File: src/rtl/csd_pkg.sv
package csd_pkg;

    localparam int CSD_ADDR_W = 24;
    localparam int CSD_WAIT_W = 3;

    localparam logic [CSD_ADDR_W-1:0] FIX_LO_BEG = 24'h000FE0;
    localparam logic [CSD_ADDR_W-1:0] FIX_LO_END = 24'h000FFF;
    localparam logic [CSD_ADDR_W-1:0] FIX_HI_BEG = 24'h003000;

    // register selector inside one area
    typedef enum logic [1:0] {
        REG_START = 2'd0,
        REG_MASK  = 2'd1,
        REG_CTRL  = 2'd2,
        REG_NONE  = 2'd3
    } reg_kind_e;

    // control byte: [7] enable, [6] area mode, [5:4] spare, [3] wide, [2:0] wait
    typedef struct packed {
        logic                  enable;
        logic                  area_mode;
        logic [1:0]            spare;
        logic                  wide;
        logic [CSD_WAIT_W-1:0] wait_code;
    } ctrl_t;

    typedef struct packed {
        logic [CSD_ADDR_W-1:0] start;
        logic [CSD_ADDR_W-1:0] mask;
        ctrl_t                 ctrl;
    } area_cfg_t;

    typedef struct packed {
        logic                  wide;
        logic [CSD_WAIT_W-1:0] wait_code;
    } bus_attr_t;

    function automatic logic fixed_range_hit(input logic [CSD_ADDR_W-1:0] a);
        return ((a >= FIX_LO_BEG) && (a <= FIX_LO_END)) || (a >= FIX_HI_BEG);
    endfunction

    function automatic logic masked_hit(input logic [CSD_ADDR_W-1:0] a,
                                        input logic [CSD_ADDR_W-1:0] base,
                                        input logic [CSD_ADDR_W-1:0] dc);
        return ((a ^ base) & ~dc) == '0;
    endfunction

endpackage

File: src/rtl/csd_regfile.sv
module csd_regfile
    import csd_pkg::*;
#(
    parameter int N_AREA = 4,
    localparam int IDX_W = (N_AREA > 1) ? $clog2(N_AREA) : 1,
    localparam int WA_W  = IDX_W + 3
) (
    input  logic                          clk,
    input  logic                          rst,
    input  logic                          wr_en,
    input  logic [WA_W-1:0]               wr_addr,
    input  logic [CSD_ADDR_W-1:0]         wr_data,
    output area_cfg_t [N_AREA-1:0]        cfg,
    output ctrl_t                         dflt
);

    logic       to_dflt;
    logic [IDX_W-1:0] area_pick;
    reg_kind_e  kind;

    assign to_dflt   = wr_addr[WA_W-1];
    assign area_pick = wr_addr[IDX_W+1:2];
    assign kind      = reg_kind_e'(wr_addr[1:0]);

    always_ff @(posedge clk) begin
        if (rst) begin
            dflt <= '0;
        end else if (wr_en && to_dflt) begin
            dflt <= ctrl_t'(wr_data[7:0]);
        end
    end

    for (genvar g = 0; g < N_AREA; g++) begin : g_area
        logic sel_me;
        assign sel_me = wr_en && !to_dflt && (area_pick == IDX_W'(g));

        always_ff @(posedge clk) begin
            if (rst) begin
                cfg[g] <= '0;
            end else if (sel_me) begin
                unique case (kind)
                    REG_START: cfg[g].start <= wr_data;
                    REG_MASK:  cfg[g].mask  <= wr_data;
                    REG_CTRL:  cfg[g].ctrl  <= ctrl_t'(wr_data[7:0]);
                    REG_NONE:  ;
                endcase
            end
        end
    end

endmodule

File: src/rtl/csd_area_match.sv
module csd_area_match
    import csd_pkg::*;
#(
    parameter bit HAS_FIXED = 1'b0
) (
    input  logic [CSD_ADDR_W-1:0] addr,
    input  area_cfg_t             cfg,
    output logic                  hit
);

    logic mask_hit;
    assign mask_hit = masked_hit(addr, cfg.start, cfg.mask);

    if (HAS_FIXED) begin : g_fixed
        logic fix_hit;
        assign fix_hit = fixed_range_hit(addr);
        always_comb begin
            if (cfg.ctrl.area_mode) hit = cfg.ctrl.enable && mask_hit;
            else                    hit = cfg.ctrl.enable && fix_hit;
        end
    end else begin : g_plain
        assign hit = cfg.ctrl.enable && mask_hit;
    end

endmodule

File: src/rtl/csd_select.sv
module csd_select
    import csd_pkg::*;
#(
    parameter int N_AREA = 4,
    localparam int SEL_W = $clog2(N_AREA + 1)
) (
    input  logic [N_AREA-1:0]      hit,
    input  area_cfg_t [N_AREA-1:0] cfg,
    input  ctrl_t                  dflt,
    output logic [N_AREA-1:0]      cs_n,
    output logic [SEL_W-1:0]       sel_idx,
    output bus_attr_t              attr
);

    always_comb begin
        cs_n           = '1;
        sel_idx        = SEL_W'(N_AREA);
        attr.wide      = dflt.wide;
        attr.wait_code = dflt.wait_code;
        // walk from highest index down so the lowest index wins
        for (int i = N_AREA - 1; i >= 0; i--) begin
            if (hit[i]) begin
                cs_n           = '1;
                cs_n[i]        = 1'b0;
                sel_idx        = SEL_W'(i);
                attr.wide      = cfg[i].ctrl.wide;
                attr.wait_code = cfg[i].ctrl.wait_code;
            end
        end
    end

endmodule

File: src/rtl/csd_decoder.sv
module csd_decoder
    import csd_pkg::*;
#(
    parameter int N_AREA     = 4,
    parameter int FIXED_AREA = 2,
    localparam int IDX_W = (N_AREA > 1) ? $clog2(N_AREA) : 1,
    localparam int WA_W  = IDX_W + 3,
    localparam int SEL_W = $clog2(N_AREA + 1)
) (
    input  logic                  clk,
    input  logic                  rst,
    input  logic                  wr_en,
    input  logic [WA_W-1:0]       wr_addr,
    input  logic [CSD_ADDR_W-1:0] wr_data,
    input  logic [CSD_ADDR_W-1:0] addr,
    input  logic                  addr_strobe,
    output logic [N_AREA-1:0]     cs_n,
    output logic [SEL_W-1:0]      sel_idx,
    output logic [CSD_WAIT_W-1:0] wait_code,
    output logic                  bus_wide,
    output logic [N_AREA-1:0]     cs_q_n,
    output logic [SEL_W-1:0]      sel_q
);

    area_cfg_t [N_AREA-1:0] cfg;
    ctrl_t                  dflt;
    logic [N_AREA-1:0]      hit;
    logic [N_AREA-1:0]      area_en;
    bus_attr_t              attr;

    csd_regfile #(.N_AREA(N_AREA)) u_regs (
        .clk     (clk),
        .rst     (rst),
        .wr_en   (wr_en),
        .wr_addr (wr_addr),
        .wr_data (wr_data),
        .cfg     (cfg),
        .dflt    (dflt)
    );

    for (genvar g = 0; g < N_AREA; g++) begin : g_match
        assign area_en[g] = cfg[g].ctrl.enable;
        csd_area_match #(.HAS_FIXED(g == FIXED_AREA)) u_match (
            .addr (addr),
            .cfg  (cfg[g]),
            .hit  (hit[g])
        );
    end

    csd_select #(.N_AREA(N_AREA)) u_sel (
        .hit     (hit),
        .cfg     (cfg),
        .dflt    (dflt),
        .cs_n    (cs_n),
        .sel_idx (sel_idx),
        .attr    (attr)
    );

    assign wait_code = attr.wait_code;
    assign bus_wide  = attr.wide;

    always_ff @(posedge clk) begin
        if (rst) begin
            cs_q_n <= '1;
            sel_q  <= SEL_W'(N_AREA);
        end else if (addr_strobe) begin
            cs_q_n <= cs_n;
            sel_q  <= sel_idx;
        end
    end

endmodule

File: config.mk
export PLATFORM = sky130hd
export DESIGN_NAME = csd_decoder
export DESIGN_NICKNAME = d
export VERILOG_FILES = /design/src/rtl/csd_pkg.sv /design/src/rtl/csd_regfile.sv /design/src/rtl/csd_area_match.sv /design/src/rtl/csd_select.sv /design/src/rtl/csd_decoder.sv
export SDC_FILE = /design/constraint.sdc
export NUM_CORES = 1
export LEC_CHECK = 0
export ABC_AREA = 0
export BUFFER_PORTS_ARGS = -buffer_cell sky130_fd_sc_hd__buf_2
export CAP_MARGIN = 20
export CORE_MARGIN = 1.5
export CORE_UTILIZATION = 43
export DETAILED_ROUTE_END_ITERATION = 10
export GPL_TIMING_DRIVEN = 0
export HOLD_SLACK_MARGIN = 0.06
export PLACE_DENSITY = 0.59
export SLEW_MARGIN = 10
export SYNTH_ARGS = -nofsm -noshare
export SYNTH_HDL_FRONTEND = slang
export SYNTH_SLANG_ARGS = --single-unit
export TNS_END_PERCENT = 50
File: constraint.sdc
create_clock -name clk -period 3.4 [get_ports clk]
set_input_delay 0.68 -clock clk [delete_from_list [all_inputs] [get_ports clk]]
set_output_delay 0.68 -clock clk [all_outputs]
set_load 0.05 [all_outputs]
Word-level counts from Yosys, hierarchy flattened
Index checks and enable logic that the tools add are counted. W data, S select, Z words.

Magnitude comparators: 3. Equal/unequal tests: 5. Mux-type cells: 13. Bitwise operators: 12. Reduce and logical (&&, ||, !) cells: 32.

Operators with widths (count): $and A24 B24 Y24 (4); $logic_not A24 Y1 (4); $not A24 Y24 (4); $xor A24 B24 Y24 (4); $mux W4 (8); $ge A24 B12 Y1 const B (1); $ge A24 B14 Y1 const B (1); $le A24 B12 Y1 const B (1); $reduce_and A2 Y1 (12); $logic_and A1 B1 Y1 (12); $mux W3 (4); $eq A2 B2 Y1 const B (3); $eq A2 B1 Y1 const B (2); $logic_not A2 Y1 (2); $logic_not A1 Y1 (1); $logic_or A1 B1 Y1 (1); $mux W1 (1).

Register bits after elaboration: 224. Input port bits: 57. Output and inout port bits: 18. Word-level logic and storage cells: 90.

Longest topological paths before layout
Gate-level depths: netlist of the first run.

Depth after elaboration: 8. Depth in mapped cells: 9. Gate-level depth less buffers: 7.

Cells and area by module
Synthesis of the first run repeated with hierarchy kept, for this count alone.

Cells, all modules: 1069. Area total of the unflattened synthesis: 10915.5 um^2.

By module, submodules not included: csd_regfile (instances 1, cells each 821, area an instance 9038.7 um^2, seq. area each 4644.5 um^2); csd_area_match at g_match[0].u_match ... (instances 3, cells each 45, area an instance 329.1 um^2, seq. area each 0.0 um^2); csd_area_match at g_match[2].u_match (instances 1, cells each 52, area an instance 381.6 um^2, seq. area each 0.0 um^2); csd_decoder (instances 1, cells each 22, area an instance 262.8 um^2, seq. area each 140.1 um^2); csd_select (instances 1, cells each 39, area an instance 245.2 um^2, seq. area each 0.0 um^2).

Least setup slack after synthesis of the first run
Ideal clock, no wire load.

Path type: input to output. From: input port addr[13]. To: output port wait_code[0]. Data arrival time: 3.358 ns. Data required time: 2.720 ns. Slack: -0.638 ns. Cell stages on the path: 8. Path buffers: 2. Cell sequence: clkbuf_1 -> xnor2_1 -> o22ai_1 -> nor4_1 -> nand4_1 -> clkbuf_1 -> nor2_1 -> a211oi_1.

Word-level cells in the longest chain between the ends: 8. Elaborated cells on any way between the ends: 27. Classes of those cells: 3 x order compare; 5 x mux; 8 x bitwise; 11 x reduce/logical.

RTL lines: start, declared (RTL line csd_decoder.sv:15) `input logic [CSD_ADDR_W-1:0] addr,`; $ge A24 B12 Y1 (tied with other cells) (RTL line csd_pkg.sv:39) `return ((a >= FIX_LO_BEG) && (a <= FIX_LO_END)) || (a >= FIX_HI_BEG);`; $logic_and A1 B1 Y1 / $and A24 B24 Y24 (equally long branches) (RTL line csd_pkg.sv:39, csd_pkg.sv:45); $logic_or A1 B1 Y1 / $logic_not A24 Y1 (equally long branches) (RTL line csd_pkg.sv:39, csd_pkg.sv:45); $logic_and A1 B1 Y1, on equally long branches (RTL line csd_area_match.sv:19, csd_area_match.sv:18, csd_area_match.sv:22); $mux W1 / $mux W4 (equally long branches) (RTL line csd_area_match.sv:18, csd_select.sv:22); $mux W4 (2 in series) (RTL line csd_select.sv:22) `if (hit[i]) begin`; $mux W4 * (RTL line csd_select.sv:22); end, declared (RTL line csd_decoder.sv:19) `output logic [CSD_WAIT_W-1:0] wait_code,`.

Every way passes the cells marked *; elsewhere a longest branch is shown, timed or not.

Worst setup path in the final report of the first run
From: input port addr[7]. To: output port wait_code[0].

Same word-level chain as after synthesis.

==> impl_metrics.env, run 1 <==
export IMPL_clock_sinks=224
export IMPL_critical_path_max_stage_delay_ps=340
export IMPL_cts_root_buf="clkbuf_16"
export IMPL_numCtsBuffers=25
export IMPL_yosysTopAreaCell="dfxtp_1"
export IMPL_drive_gt1_share_pct=15.2
export IMPL_num_rows=55
export IMPL_clk_latency_ps=540
export IMPL_die_w_um=155
export IMPL_finalClockSkew_ps=21.3
export IMPL_cp_required_ps=2720
export IMPL_arrival_ps=2660
export IMPL_layout_cells_non_filler=1659
export IMPL_grt_max_degree=13
export IMPL_grt_pass1_wl_um=51800
export IMPL_finalHoldViolations=0
export IMPL_grt_pass1_vias=8694
export IMPL_layout_setup_ws_ps=62.8
export IMPL_n_antenna_cell=0
export IMPL_synth_flop_cell="dfxtp_1"
export IMPL_synthTopCellsByCount="nand2_1, dfxtp_1, a21oi_1, xnor2_1, clkbuf_1"
export IMPL_synth_async_reset_ratio_pct=0
export IMPL_final_area_sq_um=11900
export IMPL_yosysSeqAreaShare_pct=45.2
export IMPL_leakage_nw=4.00
export IMPL_tightest_slew_ps=950
export IMPL_overflow=0
export IMPL_synth_most_common_cell="nand2_1"
export IMPL_utilization_pct=52.6
export IMPL_start_kind="input port"
export IMPL_min_path_type="input port to flop"
export IMPL_placed_cell_area_sq_um=10500
export IMPL_syn_cell_area_sq_um=9930
export IMPL_antenna_found_initial=0
export IMPL_drc=0
export IMPL_dp_hpwl_um=23900
export IMPL_die_h_um=155
export IMPL_final_antenna_net_count=0
export IMPL_worstPathCellList="clkbuf_4, xnor2_2, o22ai_1, nor4_2, nand4_1, buf_4, mux2_2, nor3_1, a211oi_2, buf_6"
export IMPL_yosysUniqueCellTypes=40
export IMPL_cp_end_kind="primary output"
export IMPL_place_ws_ps=-618
export IMPL_max_slew_margin_pct=36.7
export IMPL_ys_seq_elements=224
export IMPL_start_util_pct=43.8
export IMPL_synthTopCellsByArea="dfxtp_1, nand2_1, a21oi_1"
export IMPL_synthCells=1289
export IMPL_clockBufferDepth=3
export IMPL_period_minus_slack_ps=3340
export IMPL_report_final_slew_viol_count=0
export IMPL_final_setup_viol_count=0
export IMPL_nNetsFinal=1416
export IMPL_max_freq_mhz=300
export IMPL_maxCapViolCount=0
export IMPL_vias=9349
export IMPL_dieArea_sq_um=24000
export IMPL_syn2layout_area_growth_pct=20.1
export IMPL_viasPerCell=5.64
export IMPL_placed_cells=1604
export IMPL_routed_wl_um=34800
export IMPL_power_density_nw_per_um2=492
export IMPL_postSynthAreaPerCell_sq_um=7.70
export IMPL_slowest_stage="nor4_2"
export IMPL_path_max_fanout=5
export IMPL_core_sq_um=22600
export IMPL_cts_hold_buf=0
export IMPL_port_buffers=29
export IMPL_tritoncts="done"
export IMPL_status="complete, no violations"
export IMPL_place_gp_congestion=0.958
export IMPL_crit_type="input port to primary output"
export IMPL_clkTransAtPathRegs_ps=60
export IMPL_synthesis_nets=1346
export IMPL_rsz0062_at_grt="yes"
export IMPL_grtUsageTotal_pct=28.7
export IMPL_finalCritPeriodShare_pct=98.2
export IMPL_drt_iter0_drc=905
export IMPL_htree_levels=1
export IMPL_synth_warnings=0
export IMPL_ir_drop_v=0.000426
export IMPL_yosysTopAreaCellShare_pct=45.2
export IMPL_synth_edff_count=0
export IMPL_routedWlPerCell_um=21.0
export IMPL_io_pins=75
export IMPL_first_pass_iters=5
-- placed cells by master, fill, tap and decap left out, types with 32 or more instances in the layout --
cell      count
nand2_1     408
dfxtp_1     219
a21oi_1     201
clkbuf_1     67
xnor2_1      58
o22ai_1      52
nor2_1       49
buf_2        40
buf_4        33
xnor2_2      32
-- kinds of logic (layout without fill, tap and decap cells) --
| logic type | Yosys count | in the layout | share of synthesized area [%] |
|---|---|---|---|
| flops | 224 | 224 | 45.2 |
| simple gates | 546 | 546 | 22.8 |
| xor+xnor | 96 | 96 | 8.55 |
| compound gates | 284 | 284 | 15.7 |
| mux | 22 | 22 | 2.27 |
| buf+inv | 117 | 202 | 5.43 |
-- cell type report --
cell class                 instances  area [sq um]
multi-input combinational        948          5380
clock buffer                      37           711
tap                              285           357
buffer                           116           613
inverter                           1          3.75
timing repair buffer              43           285
sequential                       224          4490
fill                            2177         10700
clock inverter                     5          78.8
-- metal layers --
layer  vias to the layer above  GRT usage (%)  part of all wire, %
met3                        98           4.65                  7.6
met2                       404           45.5                   44
met5                         -              0                    0
met4                         0           8.97                  3.5
li1                       4425              -                    -
met1                      4422           39.9                   45
-- sequential cells by signal, summed over array words and instances, names as in the netlist --
register / count
sel_q: 3
u_regs.dflt: 4
cs_q_n: 4
u_regs.cfg: 213
-- worst max-delay path, delay by kind of cell --
kind	cells	cell delay [ps]
compound gates	2	200
xor+xnor	1	220
buf+inv	3	570
mux	1	300
simple gates	3	670
-- where the power goes --
group	leakage [nW]	internal (mW)	switching, mW
Combinational	1.80	0.170	0.354
Clock	0.387	1.59	1.09
Sequential	1.81	2.65	0.0156
-- worst paths after layout --
| kind | start | endpoint | slack (ps) | cells after the start |
|---|---|---|---|---|
| worst max-delay path | addr[7] | wait_code[0] | 60 | 10 |
| worst min-delay path | wr_data[2] | u_regs.dflt[2] | 450 | 3 |
| worst max register to register | u_regs.cfg[147] | cs_q_n[2] | 1260 | 8 |
| worst min register to register | u_regs.cfg[20] | u_regs.cfg[20] | 450 | 2 |
-- what timing repair did --
item                                   CTS  global route
endpoints found under the hold margin    0             0
resized for setup                       65            63
setup endpoints to repair               11             9
pin swaps                               12            20
buffers inserted                        12             1
-- through the flow --
step / hold slack, ps / power [mW] / TNS (ps)
after CTS: 435 / 5.85 / -5.11
after detailed placement: 447 / 3.17 / -4260
after floorplan: 433 / 2.99 / -270
after global routing: 457 / 6.00 / -30.5
final: 451 / 5.86 / 0
after global placement: 440 / 3.17 / -4360
(Power assumes the default switching activity.)
==> run 2: changes to the inputs <==
--- a/config.mk
+++ b/config.mk
@@ -17,5 +17,6 @@
 export SLEW_MARGIN = 10
 export SYNTH_ARGS = -nofsm -noshare
 export SYNTH_HDL_FRONTEND = slang
+export SYNTH_HIERARCHICAL = 1
 export SYNTH_SLANG_ARGS = --single-unit
 export TNS_END_PERCENT = 50
==> constraint.sdc (replaced) <==
create_clock -name clk -period 3.4 [get_ports clk]
set_input_delay 0.68 -clock clk [delete_from_list [all_inputs] [get_ports clk]]
set_output_delay 0.68 -clock clk [all_outputs]
set_load 0.01 [all_outputs]
==> run 2 against run 1 <==
Against the previous run: non-clock buffer count down 4; power up 4.0%; synthesized area grew 4.6%; setup slack worse by 43 ps; critical path depth unchanged.
==> impl_metrics.env, run 2 <==
export IMPL_max_slew_margin_pct=42.6
export IMPL_leakage_nw=5.45
export IMPL_pwr_share_comb_pct=7.5
export IMPL_wl_met3_um=1290
export IMPL_regMostFlops="u_regs/cfg"
export IMPL_io_pins=75
export IMPL_routedWlPerCell_um=20.7
export IMPL_hold_path_depth=3
export IMPL_syn2layout_area_growth_pct=18.0
export IMPL_internal_power_mw=4.68
export IMPL_wl_met1_um=14700
export IMPL_period_minus_slack_ps=3380
export IMPL_die_w_um=158
export IMPL_cp_required_ps=2720
export IMPL_fin_tns_setup_ps=0
export IMPL_ff2ff_path_depth=9
export IMPL_r2r_start="u_regs/cfg[164]"
export IMPL_syn_cell_area_sq_um=10400
export IMPL_report_final_slew_viol_count=0
export IMPL_worstHoldStart="wr_data[2]"
export IMPL_grt_pass1_vias=7284
export IMPL_htree_levels=1
export IMPL_tightest_slew_ps=861
export IMPL_drive_gt1_share_pct=16.8
export IMPL_start_kind="input port"
export IMPL_dieArea_sq_um=25100
export IMPL_power_density_nw_per_um2=498
export IMPL_final_antenna_net_count=0
export IMPL_die_h_um=158
export IMPL_crit_type="input port to primary output"
export IMPL_startpoint="addr[20]"
export IMPL_finalCritPeriodShare_pct=99.4
export IMPL_place_gp_congestion=0.827
export IMPL_final_cell_mix="nand2b_1, dfxtp_1, mux2i_1, xnor2_1, buf_2"
export IMPL_drt_iter0_drc=471
export IMPL_routed_wl_um=30300
export IMPL_antenna_found_initial=0
export IMPL_final_setup_viol_count=0
export IMPL_postSynthAreaPerCell_sq_um=10.2
export IMPL_synth_warnings=6
export IMPL_start_util_pct=44.0
export IMPL_vias=7391
export IMPL_place_ws_ps=-211
export IMPL_clkTransAtPathRegs_ps=60
export IMPL_layout_commonest_cell="nand2b_1"
export IMPL_route_met2_wl_um=13700
export IMPL_status="complete, no violations"
export IMPL_p_sw_mw=1.42
export IMPL_cts_hold_buf=0
export IMPL_layout_setup_ws_ps=19.5
export IMPL_port_buffers=72
export IMPL_synthesis_nets=1077
export IMPL_tritoncts="done"
export IMPL_largest_reg_flops=213
export IMPL_grtUsageTotal_pct=24.5
export IMPL_max_freq_mhz=296
export IMPL_viasPerCell=5.06
export IMPL_arrival_ps=2700
export IMPL_grt_max_degree=14
export IMPL_rsz0062_at_grt="yes"
export IMPL_numCtsBuffers=26
export IMPL_finalHoldViolations=0
export IMPL_finalClockSkew_ps=8.15
export IMPL_min_path_type="input port to flop"
export IMPL_clk_latency_ps=540
export IMPL_overflow=0
export IMPL_dp_hpwl_um=21200
export IMPL_p_seq_share_pct=43.6
export IMPL_cts_root_buf="clkbuf_16"
export IMPL_top_regs="u_regs/cfg (213), cs_q_n (4), u_regs/dflt (4)"
export IMPL_synthCells=1020
export IMPL_p_clk_share_pct=48.8
export IMPL_grt_pass1_wl_um=45000
export IMPL_p_sw_share_pct=23.3
export IMPL_ir_drop_v=0.000351
export IMPL_nNetsFinal=1181
export IMPL_drc=0
export IMPL_path_max_fanout=7
export IMPL_maxCapViolCount=0
export IMPL_cp_end_kind="primary output"
export IMPL_clockBufferDepth=3
export IMPL_num_rows=56
export IMPL_core_sq_um=23600
export IMPL_clock_sinks=224
export IMPL_first_pass_iters=5
export IMPL_top_layer_used="met4"
-- run 2: metrics by stage --
stage	power [mW]	utilization (%)	instance area, sq um	hold WS (ps)	std cells
3_3_place_gp	3.17	47.2	11100	452	1411
4_1_cts	6.14	51.2	12100	409	1458
5_1_grt	6.27	51.9	12200	439	1461
2_1_floorplan	2.97	-	10400	436	1020
3_5_place_dp	3.17	47.2	11100	456	1411
6_report	6.10	51.9	12200	420	1462
-- run 2: critical path, stage by stage --
cell and delay (ps):
buf_2 170, xnor2_2 210, o22ai_1 120, nor4_2 420
nand3_1 200, a21oi_1 240, buf_4 210, a221oi_1 90
a22o_1 190, buf_2 140
-- run 2: power groups by stage --
| stage | clock [mW] | combinational (mW) | sequential [mW] |
|---|---|---|---|
| 4_1_cts | 3.03 | 0.451 | 2.66 |
| 6_report | 2.98 | 0.459 | 2.66 |
| 5_1_grt | 3.12 | 0.488 | 2.66 |
| 3_5_place_dp | 0 | 0.446 | 2.72 |
| 3_3_place_gp | 0 | 0.447 | 2.72 |
| 2_1_floorplan | 0 | 0.254 | 2.72 |
-- run 2: cell type report --
cell class	instances	area, sq um
clock inverters	9	163
plain buffers	79	385
multi-input cells	712	5650
fillers	2229	11400
flip-flops and latches	224	4490
well taps	319	399
repair buffers	76	393
diodes	1	2.50
inverters	5	18.8
clock buffers	37	752
-- run 2: final timing paths --
kind / slack, ps / end
max: 20 / wait_code[0]
min: 420 / u_regs/dflt[2]
min reg2reg: 470 / u_regs/dflt[2]
max reg2reg: 1080 / sel_q[2]
-- run 2: metal layers --
metal  vias up  track usage (%)
met1      3540             34.4
met5         -                0
met3        45             2.94
li1       3642                -
met4         0             5.79
met2       164             40.2
-- run 2: what timing repair did --
action / in CTS / in global routing
endpoints found under the setup margin: 11 / 7
pin swaps: 5 / 7
cloned: 0 / 0
gates resized for setup: 6 / 25
buffers inserted: 1 / 3
